[src/rtl/ide_irq_pkg.sv]
package ide_irq_pkg;
  localparam int unsigned NSRC       = 2;
  localparam int unsigned SRC_DEV    = 0;
  localparam int unsigned SRC_BUSERR = 1;
  localparam int unsigned REG_W      = 32;
  localparam int unsigned WORD_LSB   = 2;
  localparam int unsigned WORD_BITS  = 3;

  typedef enum logic [WORD_BITS-1:0] {
    WD_ERR_LO = 3'd0,
    WD_ERR_HI = 3'd1,
    WD_STATUS = 3'd3,
    WD_EN_SET = 3'd5,
    WD_CLEAR  = 3'd7
  } word_e;

  typedef struct packed {
    logic en_set;
    logic clear;
  } wr_strobe_t;
endpackage

[src/rtl/ide_irq_decode.sv]
module ide_irq_decode
  import ide_irq_pkg::*;
#(
  parameter int unsigned OFF_W = 5
) (
  input  logic                 wr_i,
  input  logic [OFF_W-1:0]     off_i,
  output logic                 hit_o,
  output logic [WORD_BITS-1:0] word_o,
  output wr_strobe_t           strb_o
);
  localparam int unsigned SPAN_BITS = WORD_LSB + WORD_BITS;

  logic [OFF_W-1:0] upper;

  assign upper  = off_i >> SPAN_BITS;
  assign hit_o  = (upper == '0);
  assign word_o = off_i[SPAN_BITS-1:WORD_LSB];

  always_comb begin
    strb_o = '0;
    if (wr_i && hit_o) begin
      strb_o.en_set = (word_o == WD_EN_SET);
      strb_o.clear  = (word_o == WD_CLEAR);
    end
  end
endmodule

[src/rtl/ide_irq_src.sv]
module ide_irq_src (
  input  logic clk,
  input  logic rst_n,
  input  logic pulse_i,
  input  logic clr_i,
  input  logic en_set_i,
  output logic pend_o,
  output logic en_o
);
  always_ff @(posedge clk or negedge rst_n) begin
    if (!rst_n) begin
      pend_o <= 1'b0;
    end else if (pulse_i) begin
      pend_o <= 1'b1;
    end else if (clr_i) begin
      pend_o <= 1'b0;
    end
  end

  always_ff @(posedge clk or negedge rst_n) begin
    if (!rst_n) begin
      en_o <= 1'b0;
    end else if (en_set_i) begin
      en_o <= 1'b1;
    end
  end


  pulse_sets_chk: assert property (@(posedge clk) disable iff (!rst_n)
    pulse_i |=> pend_o);


  clear_drops_chk: assert property (@(posedge clk) disable iff (!rst_n)
    (clr_i && !pulse_i) |=> !pend_o);


  pend_holds_chk: assert property (@(posedge clk) disable iff (!rst_n)
    (pend_o && !clr_i) |=> pend_o);


  en_sticky_chk: assert property (@(posedge clk) disable iff (!rst_n)
    en_o |=> en_o);
endmodule

[src/rtl/ide_irq_addr_cap.sv]
module ide_irq_addr_cap #(
  parameter int unsigned ADDR_W = 64
) (
  input  logic              clk,
  input  logic              rst_n,
  input  logic              err_i,
  input  logic              pending_i,
  input  logic [ADDR_W-1:0] addr_i,
  output logic [ADDR_W-1:0] addr_o
);
  logic take;

  assign take = err_i && !pending_i;

  always_ff @(posedge clk or negedge rst_n) begin
    if (!rst_n) begin
      addr_o <= '0;
    end else if (take) begin
      addr_o <= addr_i;
    end
  end


  first_err_cap_chk: assert property (@(posedge clk) disable iff (!rst_n)
    (err_i && !pending_i) |=> (addr_o == $past(addr_i)));


  later_err_keep_chk: assert property (@(posedge clk) disable iff (!rst_n)
    pending_i |=> $stable(addr_o));
endmodule

[src/rtl/ide_irq_unit.sv]
module ide_irq_unit
  import ide_irq_pkg::*;
#(
  parameter int unsigned ADDR_W = 64,
  parameter int unsigned OFF_W  = 5
) (
  input  logic              clk,
  input  logic              rst_n,
  input  logic              dev_irq_pulse,
  input  logic              dma_err_pulse,
  input  logic [ADDR_W-1:0] dma_err_addr,
  input  logic              reg_wr,
  input  logic [OFF_W-1:0]  reg_off,
  input  logic [31:0]       reg_wdata,
  output logic [31:0]       reg_rdata,
  output logic              irq_out
);
  localparam int unsigned EXT_W = 2 * REG_W;

  logic [NSRC-1:0]      src_pulse;
  logic [NSRC-1:0]      pend;
  logic [NSRC-1:0]      en;
  logic [ADDR_W-1:0]    cap_addr;
  logic [EXT_W-1:0]     cap_ext;
  logic                 hit;
  logic [WORD_BITS-1:0] word;
  wr_strobe_t           strb;

  assign src_pulse[SRC_DEV]    = dev_irq_pulse;
  assign src_pulse[SRC_BUSERR] = dma_err_pulse;

  ide_irq_decode #(.OFF_W(OFF_W)) u_dec (
    .wr_i   (reg_wr),
    .off_i  (reg_off),
    .hit_o  (hit),
    .word_o (word),
    .strb_o (strb)
  );

  for (genvar g = 0; g < NSRC; g++) begin : g_src
    ide_irq_src u_src (
      .clk      (clk),
      .rst_n    (rst_n),
      .pulse_i  (src_pulse[g]),
      .clr_i    (strb.clear && reg_wdata[g]),
      .en_set_i (strb.en_set && reg_wdata[g]),
      .pend_o   (pend[g]),
      .en_o     (en[g])
    );
  end

  ide_irq_addr_cap #(.ADDR_W(ADDR_W)) u_cap (
    .clk       (clk),
    .rst_n     (rst_n),
    .err_i     (dma_err_pulse),
    .pending_i (pend[SRC_BUSERR]),
    .addr_i    (dma_err_addr),
    .addr_o    (cap_addr)
  );

  assign cap_ext = EXT_W'(cap_addr);
  assign irq_out = |(pend & en);

  always_comb begin
    reg_rdata = '0;
    if (hit) begin
      case (word)
        WD_ERR_LO: reg_rdata = cap_ext[REG_W-1:0];
        WD_ERR_HI: reg_rdata = cap_ext[EXT_W-1:REG_W];
        WD_STATUS: reg_rdata = REG_W'(pend);
        WD_EN_SET: reg_rdata = REG_W'(en);
        default:   reg_rdata = '0;
      endcase
    end
  end


  irq_needs_cause_chk: assert property (@(posedge clk) disable iff (!rst_n)
    irq_out |-> ($countones(pend) != 0 && $countones(en) != 0));


  reset_quiet_chk: assert property (@(posedge clk)
    !rst_n |=> (!irq_out && $countones(pend) == 0));
endmodule

[config.mk]
export PLATFORM = sky130hd
export DESIGN_NAME = ide_irq_unit
export DESIGN_NICKNAME = d
export VERILOG_FILES = /design/src/rtl/ide_irq_pkg.sv /design/src/rtl/ide_irq_decode.sv /design/src/rtl/ide_irq_src.sv /design/src/rtl/ide_irq_addr_cap.sv /design/src/rtl/ide_irq_unit.sv
export SDC_FILE = /design/constraint.sdc
export NUM_CORES = 1
export LEC_CHECK = 0
export CORE_ASPECT_RATIO = 0.6
export CORE_MARGIN = 2
export CORE_UTILIZATION = 30
export CTS_CLUSTER_SIZE = 8
export DETAILED_ROUTE_END_ITERATION = 12
export HOLD_SLACK_MARGIN = 0.06
export PLACE_DENSITY_LB_ADDON = 0.3
export SLEW_MARGIN = 20
export SYNTH_ARGS = -nofsm -noshare
export SYNTH_HDL_FRONTEND = slang
export SYNTH_SLANG_ARGS = --single-unit
[constraint.sdc]
create_clock -name clk -period 1.45 [get_ports clk]
set_input_delay 0.29 -clock clk [delete_from_list [all_inputs] [get_ports clk]]
set_output_delay 0.29 -clock clk [all_outputs]
set_load 0.03 [all_outputs]
## After elaboration in Yosys (flattened, before gate mapping)

Cells that the tools add are included.

| storage, ports and cells | value |
|---|---|
| bits in registers | 68 |
| bits of input ports | 106 |
| logic and storage cells | 26 |

| operators by class | value |
|---|---|
| equal/unequal tests | 4 |
| bitwise operators | 1 |
| reductions and logical operators | 10 |
| mux-type cells | 6 |

Operator list:

| cell | number |
|---|---|
| case mux 32 bit (4 select lines) | 1 |
| == test 3 bit, second input constant | 2 |
| logical AND 1 bit | 5 |
| 2-to-1 mux 1 bit | 4 |
| nonzero test 2 bit | 2 |
| == test 3 x 1 -> 1 bit, second input constant | 1 |
| == test 3 x 2 -> 1 bit, second input constant | 1 |
| zero test 3 bit | 1 |
| bitwise AND 2 bit | 1 |
| 2-to-1 mux 2 bit | 1 |
| OR reduction 2 bit | 1 |
| zero test 1 bit | 1 |

## Depth between registers and ports, before layout

| depth | value |
|---|---|
| depth after elaboration | 5 |
| gate-level depth with buffers | 4 |

## Cells and area by module

A second synthesis with hierarchy kept.

| second synthesis, totals | value |
|---|---|
| cell total of the unflattened synthesis | 244 |
| area total of the unflattened synthesis | 3524.6 um2 |

By module, submodules not included:

| module | area each (um2) | cells each | sequential area each (um2) | times used |
|---|---|---|---|---|
| ide_irq_addr_cap | 2701.3 | 136 | 1601.5 | 1 |
| ide_irq_unit | 634.4 | 91 | 0.0 | 1 |
| ide_irq_src | 67.6 | 5 | 50.0 | 2 |
| ide_irq_decode | 53.8 | 7 | 0.0 | 1 |

## Worst setup path before layout

OpenSTA, ideal clock, no wires.

| timing | value |
|---|---|
| path kind | input to output |
| start point | input port reg_off[4] |
| end point | output port reg_rdata[0] |
| required time | 1160 ps |
| cell stages on the path | 3 |
| slack | 52 ps |
| arrival time | 1108 ps |
| buffers on the path | 0 |
| cell sequence | nor2b_1 a22oi_1 a31oi_1 |

| between the ends | value |
|---|---|
| word-level cells in the longest chain between the ends | 2 |
| elaborated cells on any way between the ends | 5 |
| classes of those cells | eq/ne (3); mux (1); reduce/logical (1) |

Ends and longest elaborated chain:

| item | RTL line | RTL |
|---|---|---|
| from (decl) | ide_irq_unit.sv:13 | `input logic [OFF_W-1:0] reg_off,` |
| == test 3 bit (tied with other cells) | ide_irq_unit.sv:67 | `case (word)` |
| case mux 32 bit (4 select lines) * | ide_irq_unit.sv:67 |  |
| to (decl) | ide_irq_unit.sv:15 | `output logic [31:0] reg_rdata,` |

Every way passes the cells marked *; elsewhere a longest branch is shown, timed or not.

## Worst setup path after layout

| timing | value |
|---|---|
| start point | input port reg_off[4] |
| end point | output port reg_rdata[12] |

The elaborated chain is that of the path after synthesis.

==> metrics.txt <==
Site Rows 29; die boundary width roughly 140 um; Final min period 1.52 ns; CORE AREA between 10,000 and 15,000 um2; Yosys warning count 0; root buffer selected by CTS clkbuf_16; Layout Cells excl Fill ~480; Max rail drop VDD 0.610 mV; Area Growth Syn to Fin 59.7%; CTS max path bufs 2; fin. max-slew vios 0; first-pass GRT wire length roughly 13,000 um; worst-path maximum fanout 7; clock skew between 0.004 and 0.005 ns; dpl hpwl between 5000 and 6000 um; Final Util 49.5%; worst-margin pin slew 0.380 ns; fin nets 439; Inst Count DP 440; Total GRT Usage between 10 and 15%; initial antenna violation count 0; Hold WC Path Type primary input to flip-flop; Setup WS post-layout -0.0721 ns; Via-to-Cell Ratio around 4.7; Post-Syn Instances between 150 and 200; drt initial violations 77; Synth top cells by count 68 x dfrtp_1, 60 x mux2_4, 19 x a22o_1; sequential fraction of the synthesis area about half; CTS Buf Count 9; Most used DFF post-synth dfrtp_1; Synth top area share around half; drt wl/cell ~18 um; P per Cell Area around 1300 nW/um2; post-route ant nets 0; Post-Place Cell Area roughly 4400 um2; top-count cell post-synth dfrtp_1; fmax about 0.66 GHz; failing checks setup timing; Post-Syn Area approximately 3300 um2; syn avg cell area 16.6 um2; CP Capture Type output pin; CTS tree yes; slew margin rel. about three quarters; nets in the synthesized netlist approximately 300; CP startpoint kind primary input; DR pass1 iterations 4; outcome finished with violations; Max-Cap Viols 0; library cells used by synthesis 20; vias in the first global route about 2,300; critical path type primary input to output pin; CP required ~1.2 ns; Synth Register Bits 68; final WL 8660 um; grt total ovfl 0; Starting Density a little under a third; Die Footprint ~12,000 um2; Worst-Skew Late Latency 0.33 ns; gpl congestion between 0.7 and 0.8; Die Y around 85 um; clk sink count slightly below 70; Post-synth EDFFs 0; Pleak about 2.3 nW; CTS HTree Levels 3; routed vias approximately 2,200; largest area contributor in the netlist dfrtp_1; # diodes 0; clock-pin slew on the worst setup and hold paths roughly 0.06 ns; # IOs about 140; largest net degree at the start of global routing 69; layout cells sized above 1 49.4%; total power around 6.7 mW; Final Hold Fails 0; RSZ-0062 raised after global routing true; Arrival @ worst endpoint ~1.2 ns; DRC 0; Synth area leaders dfrtp_1 52%, mux2_4 27%, a22o_1 5.0%, buf_12 4.3%, a22o_2 3.6%; share of flip-flops with an asynchronous set or reset 100%; period utilisation layout 105%; Design Area, Final 5260 um2; port buffer count roughly 110; final setup vio count 42
registers in the layout (all words and copies together) (netlist names):
signal              flops
g_src.u_src.en_o        2
u_cap.addr_o           64
g_src.u_src.pend_o      2
through the flow:
step / setup WS, ns / setup TNS [ns] / hold WS [ns]
CTS: -0.161 / -4.62 / 0.474
global route: -0.124 / -5.60 / 0.431
floorplan: 0.0522 / 0 / -0.00559
detailed placement: -0.621 / -35.81 / 0.329
global placement: -0.599 / -36.65 / 0.331
finish: -0.0721 / -1.34 / 0.423
placed cells by master (no fill, tap or decap), drive strengths merged, types with 2 or more instances in the layout:
| cell | count |
|---|---|
| a21o | 4 |
| clkinvlp | 2 |
| clkbuf | 15 |
| a22oi | 2 |
| mux2 | 64 |
| bufinv | 2 |
| a31oi | 2 |
| a21oi | 2 |
| nand2 | 4 |
| nor2b | 3 |
| buf | 63 |
| clkdlybuf4s50 | 69 |
| dfrtp | 68 |
| a22o | 31 |
cells by family after synthesis:
| group | Yosys count | share of synthesized area [%] |
|---|---|---|
| simple gates | 12 | 2.73 |
| flops | 68 | 51.6 |
| compound gates | 41 | 10.7 |
| mux | 64 | 28.7 |
| buf+inv | 13 | 6.19 |
cell type report:
cell class | instances | area, um2
Clock buffer | 11 | 243
Clock inverter | 5 | 83.8
Fill cell | 911 | 5370
Multi-Input combinational cell | 117 | 1480
Sequential cell | 68 | 1700
Tap cell | 139 | 174
Timing Repair Buffer | 137 | 1580
where the power goes:
part	internal [mW]	switching, mW	total (mW)
Combinational	1.12	0.540	1.66
Sequential	2.40	0.300	2.70
Clock	1.56	0.820	2.38
Total	5.08	1.66	6.74
worst paths after layout:
kind	start	slack, ns	endpoint	cells past startpoint
max	reg_off[4]	-0.07	reg_rdata[12]	6
max in group asynchronous	rst_n	0.63	u_cap.addr_o[32]	3
min	reg_off[4]	0.42	g_src[1].u_src.en_o	3
min reg2reg	u_cap.addr_o[56]	0.51	u_cap.addr_o[56]	1
max reg2reg	g_src[1].u_src.pend_o	-0.02	u_cap.addr_o[2]	5
min in group asynchronous	rst_n	0.50	u_cap.addr_o[26]	3
what timing repair did:
action                                  4_1_cts  5_1_grt
resized for setup                            52       49
pin swaps                                     8       19
cloned                                        2        8
endpoints found under the setup margin       33       97
buffers inserted                              5        8
endpoints found under the hold margin        68        0
hold buffers                                  1        0
worst max-delay path, cell delays in order:
cell and delay, ns:
buf_12 0.11, nor3_4 0.23, buf_6 0.15, buf_8 0.12, a22o_1 0.18, buf_6 0.14
metal layers:
layer | global-route usage [%] | vias up | wire length [um]
li1 | - | 1019 | -
met1 | 20.4 | 1107 | 4380
met2 | 19.3 | 89 | 3540
met3 | 5.70 | 14 | 636
met4 | 4.41 | 0 | 94
met5 | 0 | - | 0
Note: power is estimated with default switching activity, not from simulation.
